### src/rtl/ddc_pkg.sv
package ddc_pkg;

  // Sum of the triangular FIR weights for an even tap count.
  function automatic int weight_sum(input int ntaps);
    return (ntaps / 2) * (ntaps / 2 + 1);
  endfunction

  // Filter accumulator width: mixed width plus weight growth plus a guard bit.
  function automatic int acc_width(input int in_w, input int ntaps);
    return in_w + 1 + $clog2(weight_sum(ntaps)) + 1;
  endfunction

  // Symmetric triangular weight of tap k.
  function automatic int fir_weight(input int k, input int ntaps);
    int mirror;
    mirror = ntaps - 1 - k;
    return 1 + ((k < mirror) ? k : mirror);
  endfunction

  // Quadrant LO lookup.
  function automatic logic signed [1:0] lo_cos(input logic [1:0] quad);
    case (quad)
      2'd0:    return 2'sb01;
      2'd2:    return 2'sb11;
      default: return 2'sb00;
    endcase
  endfunction

  function automatic logic signed [1:0] lo_sin(input logic [1:0] quad);
    case (quad)
      2'd1:    return 2'sb01;
      2'd3:    return 2'sb11;
      default: return 2'sb00;
    endcase
  endfunction

endpackage

### src/rtl/ddc_mixer.sv
module ddc_mixer #(
  parameter int IN_W = 4,
  parameter int PH_W = 32
) (
  input  logic                   clk,
  input  logic                   rst_n,
  input  logic                   in_valid,
  input  logic                   cplx_sel,
  input  logic [IN_W-1:0]        in_i,
  input  logic [IN_W-1:0]        in_q,
  input  logic [PH_W-1:0]        lo_fcw,
  output logic                   mix_valid,
  output logic signed [IN_W:0]   mix_i,
  output logic signed [IN_W:0]   mix_q
);

  logic [PH_W-1:0]       phase;
  logic [1:0]            lo_quad;
  logic signed [IN_W:0]  xi, xq, rot_i, rot_q;

  function automatic logic signed [IN_W:0] scale(input logic signed [IN_W:0] x,
                                                 input logic signed [1:0] c);
    if (c == 2'sb01)      return x;
    else if (c == 2'sb11) return -x;
    else                  return '0;
  endfunction

  assign xi      = $signed({in_i[IN_W-1], in_i});
  assign xq      = $signed({in_q[IN_W-1], in_q});
  assign lo_quad = phase[PH_W-1 -: 2];

  always_comb begin
    if (cplx_sel) begin
      rot_i = xi;
      rot_q = xq;
    end else begin
      rot_i = scale(xi, ddc_pkg::lo_cos(lo_quad));
      rot_q = scale(xi, -ddc_pkg::lo_sin(lo_quad));
    end
  end

  always_ff @(posedge clk or negedge rst_n) begin
    if (!rst_n) begin
      phase     <= '0;
      mix_valid <= 1'b0;
      mix_i     <= '0;
      mix_q     <= '0;
    end else begin
      mix_valid <= in_valid;
      if (in_valid) begin
        phase <= phase + lo_fcw;
        mix_i <= rot_i;
        mix_q <= rot_q;
      end
    end
  end

endmodule

### src/rtl/ddc_fir_decim.sv
module ddc_fir_decim #(
  parameter int D_W   = 5,
  parameter int NTAPS = 16,
  parameter int ACC_W = 13
) (
  input  logic                     clk,
  input  logic                     rst_n,
  input  logic                     s_valid,
  input  logic signed [D_W-1:0]    s_i,
  input  logic signed [D_W-1:0]    s_q,
  input  logic [1:0]               dec_sel,
  output logic                     fire,
  output logic signed [ACC_W-1:0]  y_i,
  output logic signed [ACC_W-1:0]  y_q
);

  localparam int HALF  = NTAPS / 2;
  localparam int CNT_W = 4;
  localparam int EXT_W = ACC_W - D_W - 1;

  logic signed [D_W-1:0] taps_i [NTAPS];
  logic signed [D_W-1:0] taps_q [NTAPS];
  logic [ACC_W-1:0]      prod_i [HALF];
  logic [ACC_W-1:0]      prod_q [HALF];
  logic [CNT_W-1:0]      phase_cnt;
  logic [CNT_W-1:0]      dec_len;
  logic                  last_of_group;

  assign dec_len       = CNT_W'(1) << dec_sel;
  assign last_of_group = (phase_cnt + 1'b1) == dec_len;

  // Folded symmetric pairs: one weight per pair of mirrored taps.
  for (genvar k = 0; k < HALF; k++) begin : g_pair
    localparam int WK = ddc_pkg::fir_weight(k, NTAPS);
    logic [D_W:0]     pre_i, pre_q;
    logic [ACC_W-1:0] ext_i, ext_q;
    assign pre_i  = {taps_i[k][D_W-1], taps_i[k]} + {taps_i[NTAPS-1-k][D_W-1], taps_i[NTAPS-1-k]};
    assign pre_q  = {taps_q[k][D_W-1], taps_q[k]} + {taps_q[NTAPS-1-k][D_W-1], taps_q[NTAPS-1-k]};
    assign ext_i  = {{EXT_W{pre_i[D_W]}}, pre_i};
    assign ext_q  = {{EXT_W{pre_q[D_W]}}, pre_q};
    assign prod_i[k] = ext_i * ACC_W'(WK);
    assign prod_q[k] = ext_q * ACC_W'(WK);
  end

  always_comb begin
    logic [ACC_W-1:0] acc_i, acc_q;
    acc_i = '0;
    acc_q = '0;
    for (int k = 0; k < HALF; k++) begin
      acc_i = acc_i + prod_i[k];
      acc_q = acc_q + prod_q[k];
    end
    y_i = $signed(acc_i);
    y_q = $signed(acc_q);
  end

  always_ff @(posedge clk or negedge rst_n) begin
    if (!rst_n) begin
      for (int k = 0; k < NTAPS; k++) begin
        taps_i[k] <= '0;
        taps_q[k] <= '0;
      end
      phase_cnt <= '0;
      fire      <= 1'b0;
    end else begin
      fire <= 1'b0;
      if (s_valid) begin
        taps_i[0] <= s_i;
        taps_q[0] <= s_q;
        for (int k = NTAPS - 1; k > 0; k--) begin
          taps_i[k] <= taps_i[k-1];
          taps_q[k] <= taps_q[k-1];
        end
        if (last_of_group) begin
          phase_cnt <= '0;
          fire      <= 1'b1;
        end else begin
          phase_cnt <= phase_cnt + 1'b1;
        end
      end
    end
  end

endmodule

### src/rtl/ddc_requant.sv
module ddc_requant #(
  parameter int ACC_W = 13
) (
  input  logic signed [ACC_W-1:0] y,
  input  logic [ACC_W-1:0]        thr,
  output logic [2:0]              code
);

  logic               neg;
  logic [ACC_W-1:0]   y_u, mag;
  logic [ACC_W+1:0]   mag_x, step1, step2, step3;
  logic [1:0]         lvl;

  assign y_u   = y;
  assign neg   = y[ACC_W-1];
  assign mag   = neg ? (~y_u + 1'b1) : y_u;
  assign mag_x = {2'b00, mag};
  assign step1 = {2'b00, thr};
  assign step2 = step1 << 1;
  assign step3 = step1 + step2;

  always_comb begin
    if (mag_x < step1)      lvl = 2'd0;
    else if (mag_x < step2) lvl = 2'd1;
    else if (mag_x < step3) lvl = 2'd2;
    else                    lvl = 2'd3;
  end

  assign code = {neg, lvl};

endmodule

### src/rtl/ddc_chain.sv
module ddc_chain #(
  parameter int IN_W  = 4,
  parameter int PH_W  = 32,
  parameter int NTAPS = 16,
  parameter int ACC_W = 13
) (
  input  logic              clk,
  input  logic              rst_n,
  input  logic              in_valid,
  input  logic              cplx_sel,
  input  logic [IN_W-1:0]   in_i,
  input  logic [IN_W-1:0]   in_q,
  input  logic [PH_W-1:0]   lo_fcw,
  input  logic [1:0]        dec_sel,
  input  logic [ACC_W-1:0]  mag_thr,
  output logic              out_valid,
  output logic [2:0]        out_i,
  output logic [2:0]        out_q
);

  logic                    mix_valid;
  logic signed [IN_W:0]    mix_i, mix_q;
  logic                    fir_fire;
  logic signed [ACC_W-1:0] fir_i, fir_q;
  logic [2:0]              code_i, code_q;

  ddc_mixer #(.IN_W(IN_W), .PH_W(PH_W)) u_mix (
    .clk(clk), .rst_n(rst_n), .in_valid(in_valid), .cplx_sel(cplx_sel),
    .in_i(in_i), .in_q(in_q), .lo_fcw(lo_fcw),
    .mix_valid(mix_valid), .mix_i(mix_i), .mix_q(mix_q)
  );

  ddc_fir_decim #(.D_W(IN_W + 1), .NTAPS(NTAPS), .ACC_W(ACC_W)) u_fir (
    .clk(clk), .rst_n(rst_n), .s_valid(mix_valid), .s_i(mix_i), .s_q(mix_q),
    .dec_sel(dec_sel), .fire(fir_fire), .y_i(fir_i), .y_q(fir_q)
  );

  ddc_requant #(.ACC_W(ACC_W)) u_rq_i (.y(fir_i), .thr(mag_thr), .code(code_i));
  ddc_requant #(.ACC_W(ACC_W)) u_rq_q (.y(fir_q), .thr(mag_thr), .code(code_q));

  always_ff @(posedge clk or negedge rst_n) begin
    if (!rst_n) begin
      out_valid <= 1'b0;
      out_i     <= '0;
      out_q     <= '0;
    end else begin
      out_valid <= fir_fire;
      if (fir_fire) begin
        out_i <= code_i;
        out_q <= code_q;
      end
    end
  end

endmodule

### src/rtl/ddc_dual_frontend.sv
module ddc_dual_frontend #(
  parameter  int NCH   = 2,
  parameter  int IN_W  = 4,
  parameter  int PH_W  = 32,
  parameter  int NTAPS = 16,
  localparam int ACC_W = ddc_pkg::acc_width(IN_W, NTAPS)
) (
  input  logic                  clk,
  input  logic                  rst_n,
  input  logic [NCH-1:0]        in_valid,
  input  logic [NCH*IN_W-1:0]   in_i,
  input  logic [NCH*IN_W-1:0]   in_q,
  input  logic [NCH-1:0]        cplx_sel,
  input  logic [NCH*PH_W-1:0]   lo_fcw,
  input  logic [2*NCH-1:0]      dec_sel,
  input  logic [NCH*ACC_W-1:0]  mag_thr,
  output logic [NCH-1:0]        out_valid,
  output logic [3*NCH-1:0]      out_i,
  output logic [3*NCH-1:0]      out_q
);

  for (genvar c = 0; c < NCH; c++) begin : g_chain
    ddc_chain #(.IN_W(IN_W), .PH_W(PH_W), .NTAPS(NTAPS), .ACC_W(ACC_W)) u_chain (
      .clk      (clk),
      .rst_n    (rst_n),
      .in_valid (in_valid[c]),
      .cplx_sel (cplx_sel[c]),
      .in_i     (in_i[c*IN_W +: IN_W]),
      .in_q     (in_q[c*IN_W +: IN_W]),
      .lo_fcw   (lo_fcw[c*PH_W +: PH_W]),
      .dec_sel  (dec_sel[2*c +: 2]),
      .mag_thr  (mag_thr[c*ACC_W +: ACC_W]),
      .out_valid(out_valid[c]),
      .out_i    (out_i[3*c +: 3]),
      .out_q    (out_q[3*c +: 3])
    );
  end

endmodule

### config.mk
export PLATFORM = sky130hd
export DESIGN_NAME = ddc_dual_frontend
export DESIGN_NICKNAME = d
export VERILOG_FILES = /design/src/rtl/ddc_pkg.sv /design/src/rtl/ddc_mixer.sv /design/src/rtl/ddc_fir_decim.sv /design/src/rtl/ddc_requant.sv /design/src/rtl/ddc_chain.sv /design/src/rtl/ddc_dual_frontend.sv
export SDC_FILE = /design/constraint.sdc
export NUM_CORES = 2
export LEC_CHECK = 0
export BUFFER_PORTS_ARGS = -buffer_cell sky130_fd_sc_hd__buf_2
export CAP_MARGIN = 30
export CORE_MARGIN = 2
export CORE_UTILIZATION = 60
export CTS_CLUSTER_SIZE = 8
export DETAILED_ROUTE_END_ITERATION = 12
export GPL_TIMING_DRIVEN = 0
export PLACE_DENSITY = 0.82
export SLEW_MARGIN = 20
export SYNTH_ARGS = -nofsm -noshare
export SYNTH_HDL_FRONTEND = slang
export SYNTH_SLANG_ARGS = --single-unit
### constraint.sdc
create_clock -name clk -period 11.3 [get_ports clk]
set_input_delay 0.565 -clock clk [delete_from_list [all_inputs] [get_ports clk]]
set_output_delay 0.565 -clock clk [all_outputs]
set_load 0.03 [all_outputs]
* After elaboration in Yosys (flattened, before gate mapping) *
Cells that the tools add are included.
W data, S select, Z words.

cells by class
  reductions and logical operators = 2
  shifts and indexed selects = 2
  eq/ne operators = 16
  bitwise gates (word level) = 4
  add/subtract/negate cells = 74
  multipliers = 16
  order comparisons = 12
  mux-type cells = 42

operator list
  kind                     count
  $add A5 B5 Y6            32
  $add A13 B13 Y13         12
  $mul A6 B4 Y10 const B   8
  $add A32 B32 Y32         2
  $lt A13 B15 Y1           4
  $mux W5                  12
  $lt A13 B14 Y1           4
  $add A13 B1 Y13 const B  4
  $lt A13 B13 Y1           4
  $mul A13 B2 Y12 const B  4
  $mux W13                 4
  $not A13 Y13             4
  $add A11 B10 Y12         4
  $add A10 B8 Y11          4
  $add A8 B9 Y10           4
  $mul A6 B3 Y9 const B    4
  $add A6 B7 Y8            4
  $add A13 B14 Y15         2
  $mux W2                  12
  $eq A2 B2 Y1 const B     8
  $pmux W2 S2              4
  $eq A2 B1 Y1 const B     6
  $neg A4 Y5               2
  $add A4 B1 Y4 const B    2
  6 further kinds          18

storage, ports and cells
  input port bits = 116
  bits in registers = 430
  logic and storage cells = 250

* Depth between registers and ports, before layout *
  depth after elaboration = 15
  depth in mapped cells = 48
  gate-level depth less buffers = 47

* By module *
Synthesis repeated with hierarchy kept, for this count alone.

unflattened totals
  cell total of the unflattened synthesis = 4486
  area, all modules = 44430.1 um^2

modules (own cells, without submodules)
  module                                        seq. area each (um^2)  times used  cells an instance  area an instance (um^2)
  ddc_fir_decim at g_chain[1].u_chain.u_fir     4129.0                 1           1406               15063.2
  ddc_fir_decim at g_chain[0].u_chain.u_fir     4129.0                 1           1371               14983.1
  ddc_mixer                                     1076.0                 2           414                3632.2
  ddc_requant at g_chain[0].u_chain.u_rq_i ...  0.0                    2           220                1662.8
  ddc_requant at g_chain[1].u_chain.u_rq_i      0.0                    1           209                1651.6
  ddc_requant at g_chain[1].u_chain.u_rq_q      0.0                    1           204                1589.0
  ddc_chain                                     175.2                  2           14                 276.5

* Worst setup path before layout *
No wires, ideal clock.

  path kind = reg-to-reg
  start point = register g_chain[1].u_chain.u_fir.taps_q[10] in the netlist's numbering
  end point = register g_chain[1].u_chain.out_q[1]
  stages on the path, launching flop included = 46
  required time = 11178 ps
  data arrival time = 9645 ps
  setup slack = 1534 ps
  clock period less this slack = 9766 ps
  setup time = 122 ps
  cell sequence = dfrtp_1 -> ha_1 -> inv_1 -> fa_1 -> inv_1 -> a21o_1 -> a21oi_1 -> xnor2_1 -> ha_1 -> inv_1 -> fa_1 -> inv_1 -> fa_1 -> fa_1 -> inv_1 -> fa_1 -> inv_1 -> ha_1 -> [10 not listed] -> nor2_1 -> a22oi_1 -> a31oi_1 -> xor2_1 -> clkbuf_1 -> a21oi_1 -> xnor2_1 -> ha_1 -> a21oi_1 -> nor2b_1 -> o21ai_0 -> nand2b_1 -> nor3b_1 -> mux2i_1 -> nand3_1 -> o211ai_1 -> maj3_1 -> a32o_1

between the ends
  longest elaborated chain between the ends = 14
  elaborated cells between the ends (all ways) = 15
  those cells by class = 8 x add/sub; 1 x mul; 2 x order compare; 3 x mux; 1 x bitwise

RTL lines
  element                            line                 source
  from (decl)                        ddc_fir_decim.sv:22  logic signed [D_W-1:0] taps_q [NTAPS];
  from (signal, indexed assignment)  ddc_fir_decim.sv:72  taps_q[k] <= taps_q[k-1];
  $add A5 B5 Y6 (*)                  ddc_fir_decim.sv:38  assign pre_q = {taps_q[k][D_W-1], taps_q[k]} + {taps_q[NTAPS-1-k][D_W-1], taps_q[NTAPS-1-k]};
  $mul A6 B3 Y9 (*)                  ddc_fir_decim.sv:42  assign prod_q[k] = ext_q * ACC_W'(WK);
  $add A8 B9 Y10 (*)                 ddc_fir_decim.sv:51  acc_q = acc_q + prod_q[k];
  $add A10 B8 Y11 (*)                ddc_fir_decim.sv:51
  $add A11 B10 Y12 (*)               ddc_fir_decim.sv:51
  $add A13 B13 Y13 (*) (3 in a row)  ddc_fir_decim.sv:51
  $not A13 Y13                       ddc_requant.sv:16    assign mag = neg ? (~y_u + 1'b1) : y_u;
  $add A13 B1 Y13                    ddc_requant.sv:16
  $mux W13 (*)                       ddc_requant.sv:16
  $lt A13 B14 Y1                     ddc_requant.sv:24    else if (mag_x < step2) lvl = 2'd1;
  $mux W2                            ddc_requant.sv:24
  $mux W2 (*)                        ddc_requant.sv:23    if (mag_x < step1) lvl = 2'd0;
  to (signal assigned)               ddc_chain.sv:50      out_q <= code_q;
  to (decl)                          ddc_chain.sv:18      output logic [2:0] out_q

Mark *: on every way between the ends. The rest lies on a longest branch, timed or not.
A chain may end at the register's enable or synchronous reset.

* Worst setup path in the final report *
  start point = register g_chain[1].u_chain.u_fir.taps_i[10] in the netlist's numbering
  end point = register g_chain[1].u_chain.out_i[0]

between the ends
  longest elaborated chain between the ends = 15
  elaborated cells between the ends (all ways) = 17
  those cells by class = 8 x add/sub; 1 x mul; 3 x order compare; 4 x mux; 1 x bitwise

RTL lines
  element                            line                 source
  from (decl)                        ddc_fir_decim.sv:21  logic signed [D_W-1:0] taps_i [NTAPS];
  from (signal, indexed assignment)  ddc_fir_decim.sv:71  taps_i[k] <= taps_i[k-1];
  $add A5 B5 Y6 (*)                  ddc_fir_decim.sv:37  assign pre_i = {taps_i[k][D_W-1], taps_i[k]} + {taps_i[NTAPS-1-k][D_W-1], taps_i[NTAPS-1-k]};
  $mul A6 B3 Y9 (*)                  ddc_fir_decim.sv:41  assign prod_i[k] = ext_i * ACC_W'(WK);
  $add A8 B9 Y10 (*)                 ddc_fir_decim.sv:50  acc_i = acc_i + prod_i[k];
  $add A10 B8 Y11 (*)                ddc_fir_decim.sv:50
  $add A11 B10 Y12 (*)               ddc_fir_decim.sv:50
  $add A13 B13 Y13 (*) (3 in a row)  ddc_fir_decim.sv:50
  $not A13 Y13                       ddc_requant.sv:16
  $add A13 B1 Y13                    ddc_requant.sv:16
  $mux W13 (*)                       ddc_requant.sv:16
  $lt A13 B15 Y1                     ddc_requant.sv:25    else if (mag_x < step3) lvl = 2'd2;
  $mux W1                            ddc_requant.sv:25
  $mux W2                            ddc_requant.sv:24
  $mux W2 (*)                        ddc_requant.sv:23
  to (signal assigned)               ddc_chain.sv:49      out_i <= code_i;
  to (decl)                          ddc_chain.sv:17      output logic [2:0] out_i,

Marks and branches as above.

==> results.cfg <==
[detailed_routing]
vias_per_cell = 5.61
vias = 29600
wl_mm = 91.1
drt_iter0_drc = 1484
route.detailed.drc = 0
ant_nets = 0
wl_per_cell_um = 17.2
dr.pass1.iters = 5

[setup_path]
critPathKind = reg -> reg
slowest_stage = fa_1
cp.required_ns = 11.81
r2r_setup_slack_ns = 0.69
rr_endpoint = g_chain[1].u_chain.out_i[0]$_DFFE_PN0P_
critPathLaunchType = register
arrival_ns = 11.12
rr_startpoint = g_chain[1].u_chain.u_fir.taps_i[10]$_DFFE_PN0P_
max_stage_delay_ns = 0.60
worstPathMaxFanout = 10
end_kind = register
reg2reg_depth = 43

[sta]
finalHoldViolations = 0
clock.fmax_ghz = 0.0942
setup_viol_count_final = 0
skew_ns = 0.0225
finalMaxSlewViolations = 0
worst_pin_slew_ns = 0.937
slew-limit-headroom_pct = 37.6
finalWorstPathRequiredPeriod_ns = 10.61
period_share_pct = 93.9

[floorplanning]
floorplan.initialDensity_pct = 60.7
die_x_um = 267
die_area_um2 = 71500
die_height_um = 267
num_io_pins = 130
num_rows = 96
core-area_um2 = 68600

[layout]
area_growth_pct = 8.70
utilization_pct = 66.0
fin_nets = 5349
drive_gt1_share_pct = 13.3
final_cells = 5284

[clocking]
clockRootBuffer = clkbuf_16
max-clock-path-buffers = 3
ctsHtreeMaxLevel = 2
clk_pin_slew_worst_paths_ns = 0.06
cts_made_buffers = 61
numClockSinks = 430
cts_tree = yes
clkLatencyLatePin_ns = 0.63

[synthesis]
yosysMostFrequentCell = inv_1
yosys_warnings = 0
synth_common_cells = inv_1 (724), ha_1 (606), dfrtp_1 (430)
synth-edff-count = 0
synth.cell_area_um2 = 41600
synth.distinct_cells = 84
synthTopCellsByArea = dfrtp_1 (26%), ha_1 (18%), fa_1 (14%), mux2_2 (9.1%), inv_1 (6.5%)
synth_seq_cells = 430
syn_nets = 5152
syn_avg_cell_area_um2 = 10.0
dominantRegCellSynth = dfrtp_1
synth_top_cell_by_area = dfrtp_1
synthCells = 4146
synth-async-reset-ratio_pct = 100
ys_seq_area_share_pct = 25.9
yosys.area.top_type_share_pct = 25.9

[place]
port-buffer-count = 127
dp.cells = 5208
place.detailed.hpwl_mm = 71.0
gp_congestion = 0.885

[hold_path]
hold_depth = 1
min_from = in_valid[0]
holdPathEnd = g_chain[0].u_chain.u_mix.mix_valid$_DFF_PN0_
hold_path.class = in -> reg

[global_routing]
grt_pass1_vias = 31200
antenna_found_initial = 3
grt_max_degree = 102
grt_pass1_wl_mm = 151
grtUsageTotal_pct = 26.0
gr-total-overflow = 0

[flow_run]
drv_cap = 0

[run_status]
status = finished clean
[sequential cells by signal, summed over array words and instances, names as in the netlist]
signal / cells
g_chain.u_chain.u_fir.phase_cnt: 8
g_chain.u_chain.out_i: 6
g_chain.u_chain.u_fir.taps_q: 160
g_chain.u_chain.u_fir.taps_i: 160
g_chain.u_chain.u_mix.mix_i: 10
g_chain.u_chain.out_q: 6
g_chain.u_chain.u_mix.phase: 64
g_chain.u_chain.u_mix.mix_q: 10
g_chain.u_chain.out_valid: 2
g_chain.u_chain.u_fir.fire: 2
g_chain.u_chain.u_mix.mix_valid: 2
[worst max path at each step]
stage	startpoint	end	slack (ns)
after floorplan	g_chain[1].u_chain.u_fir.taps_q[10]$_DFFE_PN0P_	g_chain[1].u_chain.out_q[1]$_DFFE_PN0P_	1.53
after global placement	g_chain[1].u_chain.u_fir.taps_q[55]$_DFFE_PN0P_	g_chain[1].u_chain.out_q[1]$_DFFE_PN0P_	0.64
after detailed placement	g_chain[1].u_chain.u_fir.taps_q[55]$_DFFE_PN0P_	g_chain[1].u_chain.out_q[0]$_DFFE_PN0P_	0.48
after CTS	g_chain[1].u_chain.u_fir.taps_q[10]$_DFFE_PN0P_	g_chain[1].u_chain.out_q[0]$_DFFE_PN0P_	0.34
after global routing	g_chain[1].u_chain.u_fir.taps_q[20]$_DFFE_PN0P_	g_chain[1].u_chain.out_q[0]$_DFFE_PN0P_	-0.01
final	g_chain[1].u_chain.u_fir.taps_i[10]$_DFFE_PN0P_	g_chain[1].u_chain.out_i[0]$_DFFE_PN0P_	0.69
[repair_timing]
action / 4_1_cts / 5_1_grt
endpoints found under the setup margin: 0 / 6
hold buffers: 1 / 0
gates resized for setup: 0 / 11
hold endpoints to repair: 63 / 0
buffers inserted: 0 / 2
[stage by stage]
step	TNS [ns]	area, µm²	hold WS (ns)	setup WS (ns)
after floorplan	0	41600	0.269	1.53
after global placement	0	43400	0.359	0.635
after detailed placement	0	43500	0.374	0.476
after CTS	0	45200	0.0821	0.340
after global routing	-0.0107	45200	0.108	-0.0107
final	0	45200	0.104	0.689
[per-layer routing]
layer  routed length [µm]  up-vias  GRT usage (%)
met1                40300    14600           33.4
li1                     -    14300              -
met2                44900      533           46.0
met5                   20        -              0
met3                 3730      176           3.78
met4                 2140        4           6.70
[cell type report]
class | count | area, µm²
Antenna cell | 1 | 2.50
Buffer | 70 | 278
Clock buffer | 68 | 1600
Clock inverter | 4 | 31.3
Fill cell | 5009 | 23400
Inverter | 724 | 2720
Multi-Input combinational cell | 2922 | 27900
Sequential cell | 430 | 10800
Tap cell | 931 | 1160
Timing Repair Buffer | 134 | 781
[critical path: cells and delay by family (launching register included)]
kind	cells	cell delay [ns]
AOI/OAI and AO/OA	16	2.96
xor gates and xnor gates	4	0.99
adders and majority gates	12	4.81
buffers and inverters	8	0.80
DFF	1	0.40
and+or+nand+nor	3	0.58
[cells by family (layout without fill, tap and decap cells)]
| kind of cell | Yosys count | after routing | share of synthesized area, % |
|---|---|---|---|
| fa+ha+maj | 897 | 897 | 32.1 |
| buf+inv | 794 | 1000 | 7.19 |
| compound gates | 779 | 779 | 11.7 |
| simple gates | 549 | 549 | 6.44 |
| flops | 430 | 430 | 25.9 |
| mux | 350 | 350 | 9.43 |
| xor+xnor | 347 | 347 | 7.32 |
| other cells | 0 | 1 | 0 |
[cells in the final DEF (no fill, tap or decap), types with 7 or more instances in the layout]
cell type / netlist / routed
nor3_1: 54 / 54
nor2_1: 150 / 150
or2_2: 7 / 7
clkbuf_16: 0 / 62
nand3b_1: 7 / 7
a221oi_1: 9 / 9
a21o_1: 140 / 140
xor2_1: 126 / 124
dfrtp_1: 430 / 430
mux2_2: 335 / 335
buf_2: 0 / 126
ha_1: 606 / 606
and2_1: 7 / 7
inv_1: 724 / 724
nand4_1: 12 / 12
and3_1: 7 / 7
nor2b_1: 53 / 53
or3_1: 11 / 11
nand2b_1: 37 / 37
mux2i_1: 15 / 15
clkbuf_1: 64 / 64
o21bai_1: 32 / 32
fa_1: 284 / 284
o21ai_0: 165 / 165
a31oi_1: 26 / 26
o21a_1: 21 / 21
a211oi_1: 19 / 19
nand3_1: 34 / 34
a21oi_1: 264 / 263
xnor2_1: 220 / 218
nand2_1: 141 / 141
a211o_1: 8 / 8
o211ai_1: 15 / 15
Power is not shown: default switching activity piles up to over one toggle a cycle in this logic, so the estimate is an artifact.
